File: src/rtl/bldc_pkg.sv
package bldc_pkg;

  localparam int NUM_PH = 3;

  typedef enum logic [1:0] {
    DRV_OFF = 2'd0,
    DRV_HI  = 2'd1,
    DRV_LO  = 2'd2
  } drv_e;

  typedef struct packed {
    logic [NUM_PH-1:0] hi;
    logic [NUM_PH-1:0] lo;
    logic              bad;
  } pair_t;

  // Hall code to source/sink phase selection; bit 0 = phase A.
  function automatic pair_t decode_hall(input logic [2:0] code,
                                        input logic rev,
                                        input logic prepos);
    pair_t r;
    r = '0;
    unique case (code)
      3'd5: begin r.hi = 3'b001; r.lo = 3'b010; end
      3'd4: begin r.hi = 3'b001; r.lo = 3'b100; end
      3'd6: begin r.hi = 3'b010; r.lo = 3'b100; end
      3'd2: begin r.hi = 3'b010; r.lo = 3'b001; end
      3'd3: begin r.hi = 3'b100; r.lo = 3'b001; end
      3'd1: begin r.hi = 3'b100; r.lo = 3'b010; end
      3'd0: begin
        if (prepos) begin r.hi = 3'b001; r.lo = 3'b110; end
        else r.bad = 1'b1;
      end
      default: r.bad = 1'b1;
    endcase
    if (rev && code != 3'd0 && !r.bad) begin
      r.hi = r.lo;
      r.lo = decode_hall(code, 1'b0, prepos).hi;
    end
    return r;
  endfunction

endpackage

File: src/rtl/bldc_hall_filter.sv
module bldc_hall_filter #(
  parameter int W        = 3,
  parameter int FILT_LEN = 4
) (
  input  logic         clk,
  input  logic         rst_n,
  input  logic [W-1:0] raw_i,
  output logic [W-1:0] code_o,
  output logic         valid_o
);
  localparam int CW = $clog2(FILT_LEN + 1);

  logic [W-1:0]  s1_q, s2_q, cand_q, code_q;
  logic [CW-1:0] fcnt_q;
  logic          valid_q;

  always_ff @(posedge clk or negedge rst_n) begin
    if (!rst_n) begin
      s1_q    <= '0;
      s2_q    <= '0;
      cand_q  <= '0;
      code_q  <= '0;
      fcnt_q  <= '0;
      valid_q <= 1'b0;
    end else begin
      s1_q <= raw_i;
      s2_q <= s1_q;
      if (s2_q != cand_q) begin
        cand_q <= s2_q;
        fcnt_q <= '0;
      end else if (fcnt_q != CW'(FILT_LEN - 1)) begin
        fcnt_q <= fcnt_q + CW'(1);
      end else begin
        code_q  <= cand_q;
        valid_q <= 1'b1;
      end
    end
  end

  assign code_o  = code_q;
  assign valid_o = valid_q;


  filt_accept_chk: assert property (@(posedge clk) disable iff (!rst_n)
    (code_q != $past(code_q)) |-> (code_q == cand_q && $past(s2_q) == code_q));

endmodule

File: src/rtl/bldc_phase_gate.sv
module bldc_phase_gate
  import bldc_pkg::*;
#(
  parameter int DT_W = 8
) (
  input  logic            clk,
  input  logic            rst_n,
  input  drv_e            req_i,
  input  logic [DT_W-1:0] dead_i,
  output logic            hi_o,
  output logic            lo_o
);
  drv_e            st_q;
  logic [DT_W-1:0] cnt_q;

  always_ff @(posedge clk or negedge rst_n) begin
    if (!rst_n) begin
      st_q  <= DRV_OFF;
      cnt_q <= '0;
    end else if (req_i != st_q) begin
      if (st_q != DRV_OFF) begin
        st_q  <= DRV_OFF;
        cnt_q <= dead_i;
      end else if (cnt_q == '0) begin
        st_q <= req_i;
      end else begin
        cnt_q <= cnt_q - DT_W'(1);
      end
    end else if (cnt_q != '0) begin
      cnt_q <= cnt_q - DT_W'(1);
    end
  end

  assign hi_o = (st_q == DRV_HI);
  assign lo_o = (st_q == DRV_LO);


  hi_then_lo_chk: assert property (@(posedge clk) disable iff (!rst_n)
    $past(hi_o) |-> !lo_o);

  lo_then_hi_chk: assert property (@(posedge clk) disable iff (!rst_n)
    $past(lo_o) |-> !hi_o);

endmodule

File: src/rtl/bldc_commutator.sv
module bldc_commutator
  import bldc_pkg::*;
#(
  parameter int FILT_LEN = 4,
  parameter int DT_W     = 8
) (
  input  logic            clk,
  input  logic            rst_n,
  input  logic [2:0]      hall_i,
  input  logic            pwm_cmd_i,
  input  logic            ilim_trip_i,
  input  logic            cycle_start_i,
  input  logic            dir_rev_i,
  input  logic            prepos_mode_i,
  input  logic [DT_W-1:0] dead_cycles_i,
  output logic [2:0]      gate_hi_o,
  output logic [2:0]      gate_lo_o,
  output logic            fault_o
);
  logic [2:0] hall_f;
  logic       hall_ok;
  logic       chop_q;
  logic       on_req;
  pair_t      pair_raw, pair_eff;
  drv_e       req [NUM_PH];

  bldc_hall_filter #(.W(3), .FILT_LEN(FILT_LEN)) u_filter (
    .clk     (clk),
    .rst_n   (rst_n),
    .raw_i   (hall_i),
    .code_o  (hall_f),
    .valid_o (hall_ok)
  );

  // Trip latch: a trip ends the on-period until the next cycle start.
  always_ff @(posedge clk or negedge rst_n) begin
    if (!rst_n)             chop_q <= 1'b0;
    else if (ilim_trip_i)   chop_q <= 1'b1;
    else if (cycle_start_i) chop_q <= 1'b0;
  end

  assign on_req   = pwm_cmd_i & ~chop_q;
  assign pair_raw = decode_hall(hall_f, dir_rev_i, prepos_mode_i);
  assign pair_eff = (hall_ok && !pair_raw.bad) ? pair_raw : '0;
  assign fault_o  = hall_ok & pair_raw.bad;

  for (genvar p = 0; p < NUM_PH; p++) begin : g_ph
    always_comb begin
      if (pair_eff.hi[p])      req[p] = on_req ? DRV_HI : DRV_LO;
      else if (pair_eff.lo[p]) req[p] = DRV_LO;
      else                     req[p] = DRV_OFF;
    end

    bldc_phase_gate #(.DT_W(DT_W)) u_gate (
      .clk    (clk),
      .rst_n  (rst_n),
      .req_i  (req[p]),
      .dead_i (dead_cycles_i),
      .hi_o   (gate_hi_o[p]),
      .lo_o   (gate_lo_o[p])
    );
  end


  fault_gates_off_chk: assert property (@(posedge clk) disable iff (!rst_n)
    $past(fault_o) |-> (gate_hi_o == 3'b000 && gate_lo_o == 3'b000));

  trip_hi_off_chk: assert property (@(posedge clk) disable iff (!rst_n)
    $past(chop_q) |-> (gate_hi_o == 3'b000));

endmodule

File: config.mk
export PLATFORM = sky130hd
export DESIGN_NAME = bldc_commutator
export DESIGN_NICKNAME = d
export VERILOG_FILES = /design/src/rtl/bldc_pkg.sv /design/src/rtl/bldc_hall_filter.sv /design/src/rtl/bldc_phase_gate.sv /design/src/rtl/bldc_commutator.sv
export SDC_FILE = /design/constraint.sdc
export NUM_CORES = 1
export LEC_CHECK = 0
export CAP_MARGIN = 20
export CORE_UTILIZATION = 56
export DETAILED_ROUTE_END_ITERATION = 6
export HOLD_SLACK_MARGIN = 0.12
export PLACE_DENSITY = 0.77
export SKIP_LAST_GASP = 1
export SLEW_MARGIN = 10
export SYNTH_ARGS = -nofsm -noshare
export SYNTH_HDL_FRONTEND = slang
export SYNTH_SLANG_ARGS = --single-unit
File: constraint.sdc
create_clock -name clk -period 2.8 [get_ports clk]
set_input_delay 0.42 -clock clk [delete_from_list [all_inputs] [get_ports clk]]
set_output_delay 0.42 -clock clk [all_outputs]
set_load 0.02 [all_outputs]
# After elaboration in Yosys (flattened, before gate mapping)
# Cells that the tools add are included.
[totals]
reg_bits = 47
latch_bits = 0
ram_bits = 0
rom_bits = 0
inputBits = 18
out_inout_bits = 7
wordCells = 113
n_memories = 0
[classes]
n_addsub = 4
multipliers = 0
div_mod_pow = 0
magnitude_cmp = 0
n_eq_ne = 20
shifts = 0
mux = 40
bitwise_logic = 5
n_reduce_logical = 31
[ops]
columns = ["cell", "n"]
rows = [
  ["two-way mux 8 bit", 12],
  ["case mux 6 bit (7 select lines)", 1],
  ["two-way mux 2 bit", 13],
  ["zero test 8 bit", 3],
  ["nonzero test 8 bit", 3],
  ["subtractor 8 x 1 -> 8 bit (second input constant)", 3],
  ["nonzero test 2 bit", 11],
  ["AND reduction 2 bit", 7],
  ["equality test 3 bit (second input constant)", 3],
  ["two-way mux 1 bit", 9],
  ["inequality test 3 bit (second input constant)", 3],
  ["two-way mux 7 bit", 1],
  ["equality test 2 x 1 -> 1 bit (second input constant)", 3],
  ["equality test 2 bit (second input constant)", 3],
  ["equality test 3 x 2 -> 1 bit (second input constant)", 2],
  ["two-way mux 3 bit", 2],
  ["inequality test 2 bit", 3],
  ["OR reduction 6 bit", 1],
  ["two-way mux 4 bit", 1],
  ["adder 3 x 1 -> 3 bit (second input constant)", 1],
  ["equality test 3 x 1 -> 1 bit (second input constant)", 1],
  ["logical AND 1 bit", 3],
  ["zero test 3 bit", 1],
  ["inequality test 3 x 2 -> 1 bit (second input constant)", 1],
  ["other kinds (6)", 9],
]

# Depth between registers and ports, before layout
# Gate-level depths: netlist of run 1.
[logic_depth]
ltp_word = 12
mapped_depth = 7
depth_no_buf = 7

# Modules after synthesis
# Synthesis of run 1 repeated with hierarchy kept, for this count alone.
[hier_totals]
cells_unflattened = 265
area_unflattened_um2 = 2771.4
[modules_own_cells]
columns = ["module", "instances", "cells_each", "area_each_um2", "seq_area_each_um2"]
rows = [
  ["bldc_phase_gate", 3, 64, 654.4, 250.2],
  ["bldc_hall_filter", 1, 38, 558.0, 400.4],
  ["bldc_commutator", 1, 35, 250.2, 25.0],
]

# Least setup slack after synthesis of run 1
# Ideal clock, no wire load.
[synth_path]
path_type = "flip-flop to flip-flop"
startpoint = "reg g_ph[1].u_gate.cnt_q[0]"
endpoint = "reg g_ph[1].u_gate.cnt_q[7]"
setup_ns = 0.125
arrival_ns = 1.953
required_time_ns = 2.675
slack_ns = 0.722
path_stages_with_launch = 8
n_path_buf = 0
synth_period_minus_slack_ns = 2.078
cell_sequence = "dfrtp_1 -> inv_1 -> ha_1 -> or3b_1 -> or3_4 -> nor2b_1 -> mux2_2 -> mux2_2"
[synth_between]
elab_chain_len = 4
word_cells_on_any_way = 10
cone_classes = "add/sub (1); eq/ne (1); mux (4); reduce/logical (4)"
[synth_rtl]
columns = ["item", "line_no", "source"]
rows = [
  ["start: declaration", "bldc_phase_gate.sv:14", "logic [DT_W-1:0] cnt_q;"],
  ["start signal: assignment", "bldc_phase_gate.sv:23", "cnt_q <= dead_i;"],
  ["start signal: assignment", "bldc_phase_gate.sv:27", "cnt_q <= cnt_q - DT_W'(1);"],
  ["start signal: assignment", "bldc_phase_gate.sv:30", "cnt_q <= cnt_q - DT_W'(1);"],
  ["subtractor 8 x 1 -> 8 bit", "bldc_phase_gate.sv:27, bldc_phase_gate.sv:30", ""],
  ["two-way mux 8 bit", "bldc_phase_gate.sv:24", "end else if (cnt_q == '0) begin"],
  ["two-way mux 8 bit", "bldc_phase_gate.sv:21", "if (st_q != DRV_OFF) begin"],
  ["two-way mux 8 bit", "bldc_phase_gate.sv:20", "end else if (req_i != st_q) begin"],
]
# Parallel ways exist; a longest one is shown, timed or not. The select of a mux whose other input is x is not followed.
# A chain may end at the register's enable or synchronous reset.

# Worst setup path after layout of run 1
[layout_path]
startpoint = "reg u_filter.code_q[1], in the netlist u_filter.code_o[1]"
endpoint = "out fault_o"
[layout_between]
elab_chain_len = 4
word_cells_on_any_way = 10
cone_classes = "eq/ne (6); mux (1); bitwise (1); reduce/logical (2)"
[layout_rtl]
columns = ["item", "line_no", "source"]
rows = [
  ["start: declaration", "bldc_hall_filter.sv:13", "logic [W-1:0] s1_q, s2_q, cand_q, code_q;"],
  ["start signal: assignment", "bldc_hall_filter.sv:34", "code_q <= cand_q;"],
  ["equality test 3 x 1 -> 1 bit, or another cell as far along", "bldc_pkg.sv:23", "unique case (code)"],
  ["OR reduction 6 bit (no line)", "--", ""],
  ["case mux 1 bit (2 select lines) (*)", "bldc_pkg.sv:23", ""],
  ["bitwise AND 1 bit (*)", "bldc_commutator.sv:45", "assign fault_o = hall_ok & pair_raw.bad;"],
  ["end: declaration", "bldc_commutator.sv:18", "output logic fault_o"],
]
# Mark *: on every way between the ends. The rest lies on a longest branch, timed or not.

==> summary.txt, run 1 <==
Power and ir drop
  • Peak supply drop: 0.552 mV
  • Net switching power: 0.707 mW
  • Seq pwr share: 0.470
  • Clock power frac: 0.195
  • Switching share of total power: 0.322
  • Cell Pwr Density: 770 nW/um2
  • Internal power: 1.48 mW
  • Combinational Power Share: 0.334
  • Leakage: 1.21 nW

Logic synthesis
  • Main synth FF type: dfrtp_1
  • Largest area contributor in the netlist: dfrtp_1
  • Yosys cell types: 39
  • Synth Cell Area: 2500 um2
  • Yosys reg bits: 47
  • Part of the Yosys area used for sequential elements: 0.471
  • Commonest cells in the netlist: 47 x dfrtp_1, 27 x mux2_2, 24 x nor2_1
  • Fraction of registers with async set/reset: 1.00
  • Syn Nets: 257
  • Yosys warning count: 0
  • Area contributors post-synth: dfrtp_1 47%, mux2_2 12%, xnor2_1 3.9%, nor2_1 3.6%, ha_1 2.5%
  • Avg Inst Size Synth: 10.7 um2
  • Top cell type's share of synthesized area: 0.471
  • Number of flops mapped to enable cells by yosys: 0
  • Top-count cell post-synth: dfrtp_1
  • Gate Count Post-Synth: 234

Clocking
  • H-tree Lvls: 2
  • # clock sinks: 47
  • CTS clk-pin slew, worst paths: 0.09 ns
  • Max clock buf depth: 2
  • Cts bufs inserted: 5
  • Clk Latency, worst-skew pair: 0.31 ns
  • Hold-fix buffers, CTS: 0
  • CTS resizes: 0
  • CTS tree: done
  • Setup Buffers After CTS: 0
  • Clock root buffer: clkbuf_8

Outcome
  • Status: finished, final reports clean

Critical path
  • Worst path required time: 2.38 ns
  • Startpoint types: flop
  • Critical path arrival: 2.22 ns
  • CP Class: flop to primary output
  • Setup crit end kind: primary output
  • Max FO, Critical Path: 11

Placement
  • DP Area: 2720 um2
  • Port Buffers: 24
  • Dpl hpwl: 2970 um
  • Gp weighted congestion: 0.797

Die
  • IO Pins: 25
  • Row cnt: 23
  • Initial Util: 0.603
  • Chip height: 68.8 um
  • Die width: 68.8 um
  • Die ar.: 4730 um2
  • Core ar.: 4140 um2

Cells and area
  • Sequential cell area: 1180 um2
  • Antenna diodes: 0
  • Cell area after layout: 2850 um2
  • Layout cells sized above 1: 0.173
  • Final Util: 0.687
  • # nets final: 276
  • Area of the multi-input gates: 1200 um2
  • Fill cells: 330
  • Syn-to-layout area delta: 13.9%

Timing
  • Tmin final: 2.64 ns
  • Final setup fails: 0
  • Final Hold Fails: 0
  • Worst slew pin tran: 0.554 ns
  • TNS Setup: 0 ns
  • Highest clock rate: 0.378 GHz
  • Unrepaired setup endpoints after global routing: false
  • Max Clock Skew: 0.00826 ns
  • Slew headroom: 0.629
  • Pins over their slew limit: 0
  • Tcrit/Tclk final: 0.944

Global route
  • Antenna violations before repair: 0
  • Total GRT Usage: 0.203
  • First-pass GRT wire length: 6820 um
  • Largest net degree at the start of global routing: 48
  • Remaining global-route overflow: 0
  • Vias in the first global route: 1544

Drt
  • Vias: 1676
  • Pre-Repair DR Iteration Count: 4
  • Routed Antenna Nets: 0
  • Post-DR vias/cell: 5.51
  • Post-DR wirelength/cell: 13.3 um
  • Initial DRC Count: 37
  • Residual DRC: 0
  • Final Routed Wirelength: 4060 um

Hold path
  • Hold Path Class: flop to flop

Flow run
  • Max-Cap Viols: 0
-- path summary, 6_finish.rpt --
kind                                         start                       to  slack (ns)  cells after the start
worst max-delay path            u_filter.code_o[1]                  fault_o        0.16                      3
worst min-delay path              u_filter.s1_q[2]         u_filter.s2_q[2]        0.36                      0
worst max register to register  u_filter.code_o[1]  g_ph[1].u_gate.cnt_q[5]        0.55                      5
worst min register to register    u_filter.s1_q[2]         u_filter.s2_q[2]        0.36                      0
max in group asynchronous                    rst_n       u_filter.fcnt_q[2]        1.80                      3
min in group asynchronous                    rst_n  g_ph[2].u_gate.cnt_q[6]        0.52                      2
-- area by class of cell --
cell class	count	area share
Timing Repair Buffer	27	0.0959
Clock inverter	3	0.00880
Tap cell	50	0.0220
Sequential cell	47	0.413
Inverter	10	0.0132
Multi-Input combinational cell	162	0.423
Clock buffer	5	0.0242
-- metrics by stage --
stage	setup WS [ns]	power, mW	hold WS [ns]	cells
3_5_place_dp	0.272	1.77	0.336	294
2_1_floorplan	0.722	1.62	0.124	234
3_3_place_gp	0.288	1.74	0.333	294
5_1_grt	0.0618	2.38	0.371	304
6_report	0.157	2.19	0.355	304
4_1_cts	0.146	2.21	0.301	302
-- state kept, by name, summed over array words and instances (netlist names) --
register and cells:
u_filter.valid_o 1, u_filter.s2_q 3, g_ph.u_gate.st_q 6, u_filter.cand_q 3, u_filter.code_o 3, chop_q 1
u_filter.fcnt_q 3, g_ph.u_gate.cnt_q 24, u_filter.s1_q 3
-- layout by cell type, fill, tap and decap left out, drive strengths merged, types with 5 or more instances in the layout --
cell type	instances
nor2b	10
clkbuf	5
dfrtp	47
xnor2	11
a21oi	7
mux2	29
clkdlybuf4s50	23
inv	12
ha	5
nand2	8
o21ai	9
nor2	24
nor3	11
-- kinds of logic after synthesis --
kind of cell / synth area share
simple gates: 0.187
flops: 0.471
mux: 0.147
compound gates: 0.0701
buf+inv: 0.0481
xor+xnor: 0.0526
fa+ha+maj: 0.0250
-- critical path: stages (launching register included) --
cell	delay, ns
dfrtp_1	0.51
or4_4	0.59
a21boi_0	0.19
clkdlybuf4s50_1	0.62
-- power by group through the flow --
| stage | Combinational [mW] | Clock, mW | Sequential, mW |
|---|---|---|---|
| 2_1_floorplan | 0.607 | 0 | 1.01 |
| 3_3_place_gp | 0.702 | 0 | 1.04 |
| 3_5_place_dp | 0.729 | 0 | 1.04 |
| 4_1_cts | 0.740 | 0.442 | 1.03 |
| 5_1_grt | 0.855 | 0.464 | 1.06 |
| 6_report | 0.733 | 0.427 | 1.03 |
-- layer usage --
metal / routed length (um) / vias up / track usage
met4: 86 / 0 / 0.0995
met5: 0 / - / 0
met3: 94 / 8 / 0.0444
li1: - / 848 / -
met1: 2010 / 796 / 0.257
met2: 1870 / 24 / 0.331
(Power assumes the default switching activity.)
==> run 2, diff against run 1 <==
--- a/config.mk
+++ b/config.mk
@@ -6,6 +6,8 @@
 export NUM_CORES = 1
 export LEC_CHECK = 0
 export CAP_MARGIN = 20
+export CORE_ASPECT_RATIO = 1.4
+export CORE_MARGIN = 2
 export CORE_UTILIZATION = 56
 export DETAILED_ROUTE_END_ITERATION = 6
 export HOLD_SLACK_MARGIN = 0.12
==> run 2 against run 1 <==
- fmax is 1.4% higher
- die area up 6.1%
- first-iteration DRC count increased by 140%
- critical path type unchanged
- critical endpoint unchanged
- largest power group unchanged
==> summary.txt, run 2 (synthesized netlist as in run 1, its figures left out) <==
Outcome
  • Status: finished, final reports clean

Placement
  • Placed insts: 306 (+4.1%)
  • Post-Place Setup Slack: 0.289 ns (+0.0176 ns)
  • Gp weighted congestion: 0.765 (-4.0%)
  • DP Area: 2750 um2 (+1.0%)
  • Port Buffers: 24 (unchanged)
  • Dpl hpwl: 3070 um (+3.2%)

Clocking
  • Clk Latency, worst-skew pair: 0.30 ns (about the same)
  • Cts bufs inserted: 5 (unchanged)
  • CTS resizes: 0 (unchanged)
  • # clock sinks: 47 (unchanged)
  • CTS tree: done
  • H-tree Lvls: 2 (unchanged)
  • Clock root buffer: clkbuf_8
  • Max clock buf depth: 2 (unchanged)
  • CTS clk-pin slew, worst paths: 0.09 ns (about the same)
  • Hold-fix buffers, CTS: 0 (unchanged)
  • Setup Buffers After CTS: 0 (unchanged)

Die
  • IO Pins: 25 (unchanged)
  • Core ar.: 4270 um2 (+3.1%)
  • Row cnt: 28 (+22%)
  • Die width: 60.5 um (-12%)
  • Chip height: 83.0 um (+21%)
  • Die ar.: 5020 um2 (+6.1%)
  • Initial Util: 0.585 (-0.0184)

Cells and area
  • Area of the multi-input gates: 1200 um2 (unchanged)
  • # nets final: 276 (unchanged)
  • Non-Filler Instances: 314 (+3.3%)
  • Antenna diodes: 0 (unchanged)
  • Largest registers: g_ph.u_gate.cnt_q (24), g_ph.u_gate.st_q (6)
  • Syn-to-layout area delta: 14.6%
  • Max reg flops: 24 (unchanged)
  • Commonest cells after routing, fill and taps aside: 47 x dfrtp_1, 27 x mux2_2, 24 x nor2_1
  • Layout cells sized above 1: 0.177 (+0.00394)
  • Largest Register: g_ph.u_gate.cnt_q
  • Cell area after layout: 2860 um2 (+0.66%)
  • Sequential cell area: 1180 um2 (unchanged)
  • Commonest non-fill, non-tap cell in the layout: dfrtp_1
  • Final Util: 0.670 (-0.0165)
  • Fill cells: 357 (+8.2%)

Drt
  • Vias: 1706 (+1.8%)
  • Routed Antenna Nets: 0 (unchanged)
  • Post-DR vias/cell: 5.43 (-1.5%)
  • Final Routed Wirelength: 4200 um (+3.5%)
  • Residual DRC: 0 (unchanged)
  • Pre-Repair DR Iteration Count: 4 (unchanged)
  • Initial DRC Count: 89 (+140%)
  • Post-DR wirelength/cell: 13.4 um (+0.23%)

Critical path
  • Worst path required time: 2.38 ns (about the same)
  • CP Class: flop to primary output
  • Crit-path leading delay family: buffers and inverters
  • Buf/Inv on CP: 1 (unchanged)
  • Critical path arrival: 2.19 ns (-0.03 ns)
  • Max FO, Critical Path: 11 (unchanged)
  • Worst stage delay on the critical path: 0.62 ns (about the same)
  • CP cell instances: or4_4, a21boi_0, clkdlybuf4s50_1
  • Slowest CP cell: clkdlybuf4s50_1
  • Register-to-register setup slack: 0.59 ns (+0.04 ns)
  • Startpoint types: flop
  • Setup crit end kind: primary output

Global route
  • Remaining global-route overflow: 0 (unchanged)
  • Antenna violations before repair: 0 (unchanged)
  • First-pass GRT wire length: 7160 um (+5.0%)
  • Total GRT Usage: 0.184 (-0.0194)
  • Largest net degree at the start of global routing: 48 (unchanged)
  • Vias in the first global route: 1674 (+8.4%)

Hold path
  • Hold Path Class: input pin to asynchronous set/reset pin

Timing
  • Worst slew pin tran: 0.582 ns (+0.0280 ns)
  • Slew headroom: 0.610 (-0.0188)
  • Max Clock Skew: 0.00678 ns (-0.00148 ns)
  • Unrepaired setup endpoints after global routing: false
  • Final Hold Fails: 0 (unchanged)
  • Tcrit/Tclk final: 0.930 (-0.0134)
  • TNS Setup: 0 ns (unchanged)
  • Tmin final: 2.61 ns (-0.0375 ns)
  • Highest clock rate: 0.384 GHz (+1.4%)
  • Pins over their slew limit: 0 (unchanged)
  • Setup slack after layout: 0.195 ns (+0.0375 ns)
  • Final setup fails: 0 (unchanged)
  • Hold WS: 0.192 ns (-0.163 ns)

Power and ir drop
  • Total chip power: 2.28 mW (+4.2%)
  • Leakage: 1.22 nW (+0.51%)
  • Cell Pwr Density: 797 nW/um2 (+3.6%)
  • Peak supply drop: 0.613 mV (+11%)

Flow run
  • Max-Cap Viols: 0 (unchanged)
## run 2: cell types whose count changed in the layout (fill, tap and decap cells not counted), sizes merged
cell	previous run	this run
inv	12	11
buf	3	4
dlygate4sd3	1	0
bufinv	0	1
## run 2: cell type report
type	instances	share of cell area
clock buffers	5	0.0240
inverters	10	0.0131
clock inverters	3	0.0162
flip-flops and latches	47	0.411
multi-input cells	162	0.420
repair buffers	27	0.0900
well taps	60	0.0262
## run 2: report_power, final
part / total, mW / internal (mW) / switching [mW]
registers: 1.04 / 0.865 / 0.177
clock network: 0.504 / 0.269 / 0.235
logic: 0.738 / 0.440 / 0.297
total: 2.28 / 1.57 / 0.710
## run 2: path summary, 6_finish.rpt
check | from | to | depth (start not counted)
max | u_filter.code_o[1] | fault_o | 3
min reg2reg | u_filter.s1_q[2] | u_filter.s2_q[2] | 0
max reg2reg | g_ph[1].u_gate.cnt_q[0] | g_ph[1].u_gate.cnt_q[1] | 7
min | rst_n | g_ph[0].u_gate.cnt_q[1] | 2
min in group clk | u_filter.s1_q[2] | u_filter.s2_q[2] | 0
max in group asynchronous | rst_n | g_ph[1].u_gate.st_q[1] | 2
## run 2: metal layers
layer  GRT usage  vias up  wire, um
li1            -      841         -
met1       0.223      835      1740
met2       0.318       24      2250
met3      0.0327        6       124
met4      0.0652        0        76
met5           0        -         0
